$ cat src/rtl/clkdiv_pkg.sv
package clkdiv_pkg;
  localparam int SEL_W = 4;

  // terminal count for a divide-by-2^s period
  function automatic int sel_limit(input logic [SEL_W-1:0] s);
    return (1 << int'(s)) - 1;
  endfunction

  function automatic logic sel_legal(input logic [SEL_W-1:0] s, input int max_sel);
    return int'(s) <= max_sel;
  endfunction
endpackage

$ cat src/rtl/clkdiv_unlock.sv
module clkdiv_unlock
  import clkdiv_pkg::*;
#(
  parameter int DATA_W  = 8,
  parameter int CE_BIT  = 7,
  parameter int WIN_CYC = 4,
  parameter int MAX_SEL = 8
) (
  input  logic              clk,
  input  logic              rst_n,
  input  logic              wr_en,
  input  logic [DATA_W-1:0] wr_data,
  output logic              chg_en,
  output logic              unlock_hit,
  output logic              load,
  output logic [SEL_W-1:0]  load_sel
);
  localparam int CW = $clog2(WIN_CYC + 1);
  localparam logic [DATA_W-1:0] UNLOCK_CODE = DATA_W'(1) << CE_BIT;

  logic [CW-1:0] win_cnt;
  logic          second_wr;

  assign unlock_hit = wr_en && (wr_data == UNLOCK_CODE);
  assign chg_en     = (win_cnt != '0);
  assign second_wr  = wr_en && !wr_data[CE_BIT] && chg_en;
  assign load_sel   = wr_data[SEL_W-1:0];
  assign load       = second_wr && sel_legal(load_sel, MAX_SEL);

  always_ff @(posedge clk) begin
    if (!rst_n)          win_cnt <= '0;
    else if (unlock_hit) win_cnt <= CW'(WIN_CYC);
    else if (second_wr)  win_cnt <= '0;
    else if (chg_en)     win_cnt <= win_cnt - 1'b1;
  end
endmodule

$ cat src/rtl/clkdiv_counter.sv
module clkdiv_counter
  import clkdiv_pkg::*;
#(
  parameter int CNT_W   = 8,
  parameter int DEF_SEL = 0
) (
  input  logic             clk,
  input  logic             rst_n,
  input  logic             load,
  input  logic [SEL_W-1:0] load_sel,
  output logic             clk_en,
  output logic [SEL_W-1:0] cur_sel,
  output logic             adopt
);
  logic [CNT_W-1:0] cnt;
  logic [SEL_W-1:0] pend_sel;
  logic             pend_vld;
  logic             term;

  assign term   = (cnt == CNT_W'(sel_limit(cur_sel)));
  assign clk_en = term;
  assign adopt  = term && pend_vld;

  always_ff @(posedge clk) begin
    if (!rst_n)    cnt <= '0;
    else if (term) cnt <= '0;
    else           cnt <= cnt + 1'b1;
  end

  // pending slot: newest accepted value wins, adopted at a period end
  always_ff @(posedge clk) begin
    if (!rst_n) begin
      cur_sel  <= SEL_W'(DEF_SEL);
      pend_sel <= SEL_W'(DEF_SEL);
      pend_vld <= 1'b0;
    end else begin
      if (adopt) cur_sel <= pend_sel;
      if (load) begin
        pend_sel <= load_sel;
        pend_vld <= 1'b1;
      end else if (term) begin
        pend_vld <= 1'b0;
      end
    end
  end
endmodule

$ cat src/rtl/clkdiv_ctrl.sv
module clkdiv_ctrl
  import clkdiv_pkg::*;
#(
  parameter int DATA_W  = 8,
  parameter int CE_BIT  = 7,
  parameter int WIN_CYC = 4,
  parameter int MAX_SEL = 8,
  parameter int DEF_SEL = 0
) (
  input  logic              clk,
  input  logic              rst_n,
  input  logic              wr_en,
  input  logic [DATA_W-1:0] wr_data,
  output logic              clk_en,
  output logic [SEL_W-1:0]  div_sel,
  output logic              chg_en
);
  localparam int CNT_W = (MAX_SEL < 1) ? 1 : MAX_SEL;

  logic             unlock_hit;
  logic             load;
  logic [SEL_W-1:0] load_sel;
  logic             adopt;

  clkdiv_unlock #(
    .DATA_W (DATA_W),
    .CE_BIT (CE_BIT),
    .WIN_CYC(WIN_CYC),
    .MAX_SEL(MAX_SEL)
  ) u_unlock (
    .clk       (clk),
    .rst_n     (rst_n),
    .wr_en     (wr_en),
    .wr_data   (wr_data),
    .chg_en    (chg_en),
    .unlock_hit(unlock_hit),
    .load      (load),
    .load_sel  (load_sel)
  );

  clkdiv_counter #(
    .CNT_W  (CNT_W),
    .DEF_SEL(DEF_SEL)
  ) u_counter (
    .clk     (clk),
    .rst_n   (rst_n),
    .load    (load),
    .load_sel(load_sel),
    .clk_en  (clk_en),
    .cur_sel (div_sel),
    .adopt   (adopt)
  );
endmodule

$ cat config.mk
export PLATFORM = sky130hd
export DESIGN_NAME = clkdiv_ctrl
export DESIGN_NICKNAME = d
export VERILOG_FILES = /design/src/rtl/clkdiv_pkg.sv /design/src/rtl/clkdiv_unlock.sv /design/src/rtl/clkdiv_counter.sv /design/src/rtl/clkdiv_ctrl.sv
export SDC_FILE = /design/constraint.sdc
export NUM_CORES = 1
export LEC_CHECK = 0
export ABC_AREA = 1
export BUFFER_PORTS_ARGS = -buffer_cell sky130_fd_sc_hd__buf_4
export CORE_ASPECT_RATIO = 0.7
export CORE_MARGIN = 8
export CORE_UTILIZATION = 61
export DETAILED_ROUTE_END_ITERATION = 8
export GPL_ROUTABILITY_DRIVEN = 1
export PLACE_DENSITY = 0.94
export SLEW_MARGIN = 40
export SYNTH_ARGS = -nofsm -noshare
export SYNTH_HDL_FRONTEND = slang
export SYNTH_HIERARCHICAL = 1
export SYNTH_SLANG_ARGS = --single-unit
$ cat constraint.sdc
create_clock -name clk -period 5.4 [get_ports clk]
set_clock_uncertainty 0.05 [all_clocks]
set_input_delay 0.81 -clock clk [delete_from_list [all_inputs] [get_ports clk]]
set_output_delay 0.81 -clock clk [all_outputs]
set_load 0.02 [all_outputs]
==> out/qor.csv, run 1 <==
stage,metric,value,unit
grt,initial antenna violation count,0,
synthesis,Synthesized Nets,214,
setup_path,WP data required,4.54,ns
power_and_ir_drop,post-layout total power,0.784,mW
timing,unrepaired setup endpoints after global routing,false,
detailed_routing,via count,1165,
grt,grt ovf,0,
detailed_routing,via density per instance,4.89,
timing,fin. max-slew vios,0,
synthesis,synthesis warning total,6,
final_layout,area of the multi-input gates,692,um^2
setup_path,"critical path, cell by cell","nor2_4, nand2_1, ha_1, inv_1, nand2_1, nand2_1, nor2_1, nand2_1, nor2_1, nand3_2, nor2_4, buf_4",
power_and_ir_drop,Peak VDD IR,0.000262,V
clock_tree,clock-pin slew of the registers on the worst-case setup and hold paths,0.12,ns
setup_path,crit path kind,reg -> out,
detailed_routing,drt wl/cell,10.7,um
final_layout,post-layout net count,230,
grt,largest net degree at the start of global routing,12,
clock_tree,clk_lat worst skew,0.31,ns
timing,Slew @ Worst Pin,0.525,ns
place,pre-CTS WS,2.64,ns
timing,setup ws final,2.28,ns
timing,Final min period,3.12,ns
power_and_ir_drop,pwr dens,547,nW/um^2
die,die area,3850,um^2
timing,setup TNS,0,ns
final_layout,Reg area,400,um^2
place,gpl congestion,0.928,
synthesis,"Cell Area, Synth",1280,um^2
clock_tree,TritonCTS clock tree,done,
die,core area,2070,um^2
power_and_ir_drop,clock power share,11.4,%
final_layout,Final Core Density,69.4,%
setup_path,max incr delay on CP,0.41,ns
place,Detail Placement HPWL,2100,um
hold_path,Min-Delay Path Class,reg -> reg,
grt,vias in the first global route,1006,
clock_tree,TritonCTS Buffers,3,
clock_tree,CTS Root Cell,clkbuf_4,
clock_tree,CTS resizes,0,
setup_path,CP max-delay cell,dfxtp_1,
timing,final count of negative-setup-slack endpoints,0,
power_and_ir_drop,sequential fraction of design power,25.0,%
timing,Fmax,321,MHz
setup_path,crit-path max FO,8,
final_layout,area grow syn2layout,11.8,%
power_and_ir_drop,Int Pwr,0.399,mW
run,max-cap violations,0,
power_and_ir_drop,combinational share of power,63.6,%
detailed_routing,DRT Pass-1 Iters,4,
place,I/O Buffers,16,
clock_tree,clock buffer depth,2,
die,Chip Width,70.8,um
detailed_routing,DRC Markers,0,
clock_tree,CTS Hold Bufs,0,
timing,part of the cycle the worst path needs,57.8,%
timing,Final Hold Viols,0,
setup_path,Setup crit end kind,output port,
final_layout,layout cells sized above 1,16.8,%
setup_path,Critical Path Source Type,flip-flop,
die,initial core utilization,62.1,%
power_and_ir_drop,switching part of the total,49.1,%
timing,Worst slew margin,64.7,%
die,Die H,54.4,um
setup_path,"most used cell, CP",nand2_1,
clock_tree,CTS Sinks,20,
setup_path,worst path arrival time,2.26,ns
power_and_ir_drop,P_sw,0.386,mW
outcome,outcome,finished clean,
clock_tree,Post-CTS Setup Bufs,0,
final_layout,antenna cells,0,
final_layout,fill count,185,
detailed_routing,WL final,2540,um
synthesis,Cells after Synth,199,
grt,All-Layer GR Usage,14.0,%
die,I/O Pins,17,
grt,first-pass GRT wire length,4310,um
synthesis,Mapped Avg Cell Area,6.45,um^2
detailed_routing,Routed Antenna Nets,0,
clock_tree,H-tree levels,1,
die,FP Rows,14,
power_and_ir_drop,Pleak,0.722,nW
detailed_routing,initial drt markers,69,
==> flip-flops by register name (all words and copies together) (netlist names) <==
signal,flops
u_counter/cnt,8
u_counter/pend_sel,4
u_unlock/win_cnt,3
u_counter/cur_sel,4
u_counter/pend_vld,1
==> layout by cell type, fill, tap and decap left out <==
cell	instances
nor4_1	1
o21ai_0	4
xor2_1	7
a21oi_1	7
nand2_1	47
inv_4	1
nand2_2	2
nand2_4	1
o21ai_4	1
o21ai_2	1
clkbuf_8	1
nand3_1	18
nor3_1	1
dfxtp_1	20
clkbuf_4	3
xnor2_1	1
o21a_1	1
nand3_2	4
ha_1	4
inv_2	3
nor2_2	1
o21ai_1	1
buf_4	16
inv_1	37
nor2_4	2
nor2_1	29
==> critical path, delay by kind of cell, from the launching register on <==
kind | cells | cell delay, ns
buffers and inverters | 2 | 0.20
DFF | 1 | 0.41
adders and majority gates | 1 | 0.33
and+or+nand+nor | 9 | 0.99
==> per-stage QoR <==
| step | hold slack (ns) | area, um^2 | cells |
|---|---|---|---|
| finish | 0.416 | 1440 | 238 |
| global route | 0.433 | 1440 | 238 |
| CTS | 0.418 | 1440 | 238 |
| detailed placement | 0.402 | 1400 | 234 |
| global placement | 0.399 | 1400 | 234 |
| floorplan | 0.380 | 1280 | 199 |
==> layout make-up <==
cell class | instances | area share, %
Tap cell | 24 | 2.09
Multi-Input combinational cell | 133 | 48.2
Sequential cell | 20 | 27.9
Timing Repair Buffer | 16 | 8.37
Inverter | 41 | 10.9
Clock buffer | 4 | 2.53
==> worst paths after layout <==
kind | depth (start not counted) | slack [ns] | end | from
max reg2reg | 12 | 3.20 | u_counter/cnt[0] | u_counter/cur_sel[3]
max | 12 | 2.28 | clk_en | u_counter/cur_sel[3]
min reg2reg | 2 | 0.42 | u_counter/pend_sel[3] | u_counter/pend_sel[3]
min | 2 | 0.42 | u_counter/pend_sel[3] | u_counter/pend_sel[3]
==> routing by layer <==
layer | wire length (um) | track usage (%)
met1 | 1350 | 18.3
met3 | 105 | 3.47
met5 | 0 | 0
met2 | 1060 | 22.8
met4 | 22 | 4.11
==> power by group through the flow <==
stage / clock network (mW) / logic, mW / registers [mW]
CTS: 0.0925 / 0.500 / 0.196
global placement: 0 / 0.488 / 0.198
floorplan: 0 / 0.381 / 0.201
global route: 0.0974 / 0.562 / 0.200
finish: 0.0893 / 0.499 / 0.196
detailed placement: 0 / 0.499 / 0.200
(Power assumes the default switching activity.)
==> inputs of run 2 (changes only) <==
- CORE_UTILIZATION: 61 -> 56
- PLACE_DENSITY: 0.94 -> 0.88
- clock period: 5.4 -> 3.1 ns (I/O delays scaled with it)
==> out/qor.csv, run 2 (synthesized netlist as in run 1, its figures left out) <==
stage,metric,value,unit
final_layout,max FFs per register,8,
grt,largest net degree at the start of global routing,12,
clock_tree,CTS Hold Bufs,0,
die,die area,4100,um^2
die,FP Rows,14,
grt,grt ovf,0,
clock_tree,TritonCTS clock tree,done,
detailed_routing,DRC Markers,0,
timing,final count of negative-setup-slack endpoints,0,
clock_tree,Post-CTS Setup Bufs,0,
place,I/O Buffers,16,
final_layout,layout cells sized above 1,16.8,%
power_and_ir_drop,clock power share,11.4,%
timing,hold_ws,0.366,ns
power_and_ir_drop,combinational share of power,63.8,%
setup_path,max incr delay on CP,0.37,ns
setup_path,WP data required,2.58,ns
clock_tree,CTS resizes,0,
final_layout,"commonest non-fill, non-tap cell in the layout",nand2_1,
timing,Worst slew margin,59.0,%
die,initial core utilization,59.6,%
power_and_ir_drop,pwr dens,954,nW/um^2
place,gpl congestion,0.900,
clock_tree,CTS Sinks,20,
final_layout,post-layout net count,230,
setup_path,crit-path max FO,5,
timing,Slew @ Worst Pin,0.609,ns
power_and_ir_drop,Peak VDD IR,0.000542,V
final_layout,area grow syn2layout,12.6,%
timing,part of the cycle the worst path needs,90.7,%
timing,setup TNS,0,ns
setup_path,worst path arrival time,2.30,ns
timing,fin. max-slew vios,0,
outcome,outcome,finished clean,
setup_path,"critical path, cell by cell","nor2_1, nand2_1, ha_1, inv_1, nand2_1, nand2_1, nor2_1, nand2_1, nor2_1, nand3_2, nor2_4, buf_4",
timing,Final min period,2.81,ns
power_and_ir_drop,post-layout total power,1.38,mW
timing,unrepaired setup endpoints after global routing,false,
grt,first-pass GRT wire length,4490,um
clock_tree,H-tree levels,1,
detailed_routing,drt wl/cell,10.8,um
setup_path,Crit path max-delay family,simple AND/OR/NAND/NOR gates,
final_layout,Final Core Density,67.1,%
clock_tree,clock-pin slew of the registers on the worst-case setup and hold paths,0.12,ns
setup_path,crit path kind,reg -> out,
grt,All-Layer GR Usage,13.8,%
power_and_ir_drop,switching part of the total,49.6,%
setup_path,CP max-delay cell,dfxtp_1,
detailed_routing,DRT Pass-1 Iters,4,
place,Detail Placement HPWL,2080,um
die,Die H,56.1,um
detailed_routing,via count,1162,
power_and_ir_drop,sequential fraction of design power,24.8,%
place,pre-CTS WS,0.689,ns
clock_tree,clock buffer depth,2,
setup_path,Critical Path Source Type,flip-flop,
setup_path,"most used cell, CP",nand2_1,
grt,vias in the first global route,993,
die,core area,2150,um^2
timing,Final Hold Viols,0,
clock_tree,clk_lat worst skew,0.31,ns
power_and_ir_drop,P_sw,0.684,mW
final_layout,Biggest register,u_counter/cnt,
die,Chip Width,73.2,um
detailed_routing,Routed Antenna Nets,0,
hold_path,Min-Delay Path Class,in -> reg,
detailed_routing,via density per instance,4.72,
run,max-cap violations,0,
detailed_routing,WL final,2660,um
clock_tree,TritonCTS Buffers,3,
power_and_ir_drop,Int Pwr,0.695,mW
final_layout,antenna cells,0,
grt,initial antenna violation count,0,
timing,setup ws final,0.289,ns
clock_tree,CTS Root Cell,clkbuf_4,
final_layout,largest registers,"u_counter/cnt (8), u_counter/cur_sel (4), u_counter/pend_sel (4)",
setup_path,Buffers & Inverters on Critical Path,2,
die,I/O Pins,17,
timing,Fmax,356,MHz
detailed_routing,initial drt markers,124,
final_layout,most frequent cells in the layout,"nand2_1, inv_1, nor2_1, dfxtp_1, nand3_1",
setup_path,Setup crit end kind,output port,
power_and_ir_drop,Pleak,0.722,nW
[run 2: cell counts in the layout (fill, tap and decap cells not counted)]
No cell type changed its count.
[run 2: worst min-delay path: stages]
cell and delay [ns]:
buf_4 0.07, nor2_1 0.03, nand3_2 0.07, a21oi_1 0.05
[run 2: power by group through the flow]
| stage | Sequential, mW | Clock, mW | Combinational, mW |
|---|---|---|---|
| floorplan | 0.349 | 0 | 0.664 |
| global placement | 0.346 | 0 | 0.853 |
| detailed placement | 0.347 | 0 | 0.869 |
| CTS | 0.341 | 0.161 | 0.881 |
| global route | 0.349 | 0.175 | 0.975 |
| finish | 0.342 | 0.157 | 0.880 |
[run 2: area by class of cell]
type,count,area [um^2]
Sequential cell,20,400
Timing Repair Buffer,16,120
Clock buffer,4,36.3
Multi-Input combinational cell,133,692
Fill cell,204,709
Inverter,41,156
Tap cell,32,40.0
[run 2: routing by layer]
layer | global-route usage, % | routed length (um)
met4 | 5.40 | 44
met5 | 0 | 0
met2 | 18.4 | 1080
met3 | 3.78 | 168
met1 | 19.7 | 1360
[run 2: metrics by stage]
stage	instance area (um^2)	std cells
detailed placement	1410	242
finish	1450	246
global placement	1410	242
global route	1450	246
floorplan	1280	199
CTS	1450	246
[run 2: worst paths after layout]
kind                          from               endpoint  slack, ns  cells after the start
max           u_counter/cur_sel[1]                 clk_en       0.29                     12
min                     wr_data[6]    u_unlock/win_cnt[2]       0.37                      4
max reg2reg   u_counter/cur_sel[1]       u_counter/cnt[0]       0.88                     12
min reg2reg  u_counter/pend_sel[3]  u_counter/pend_sel[3]       0.42                      2
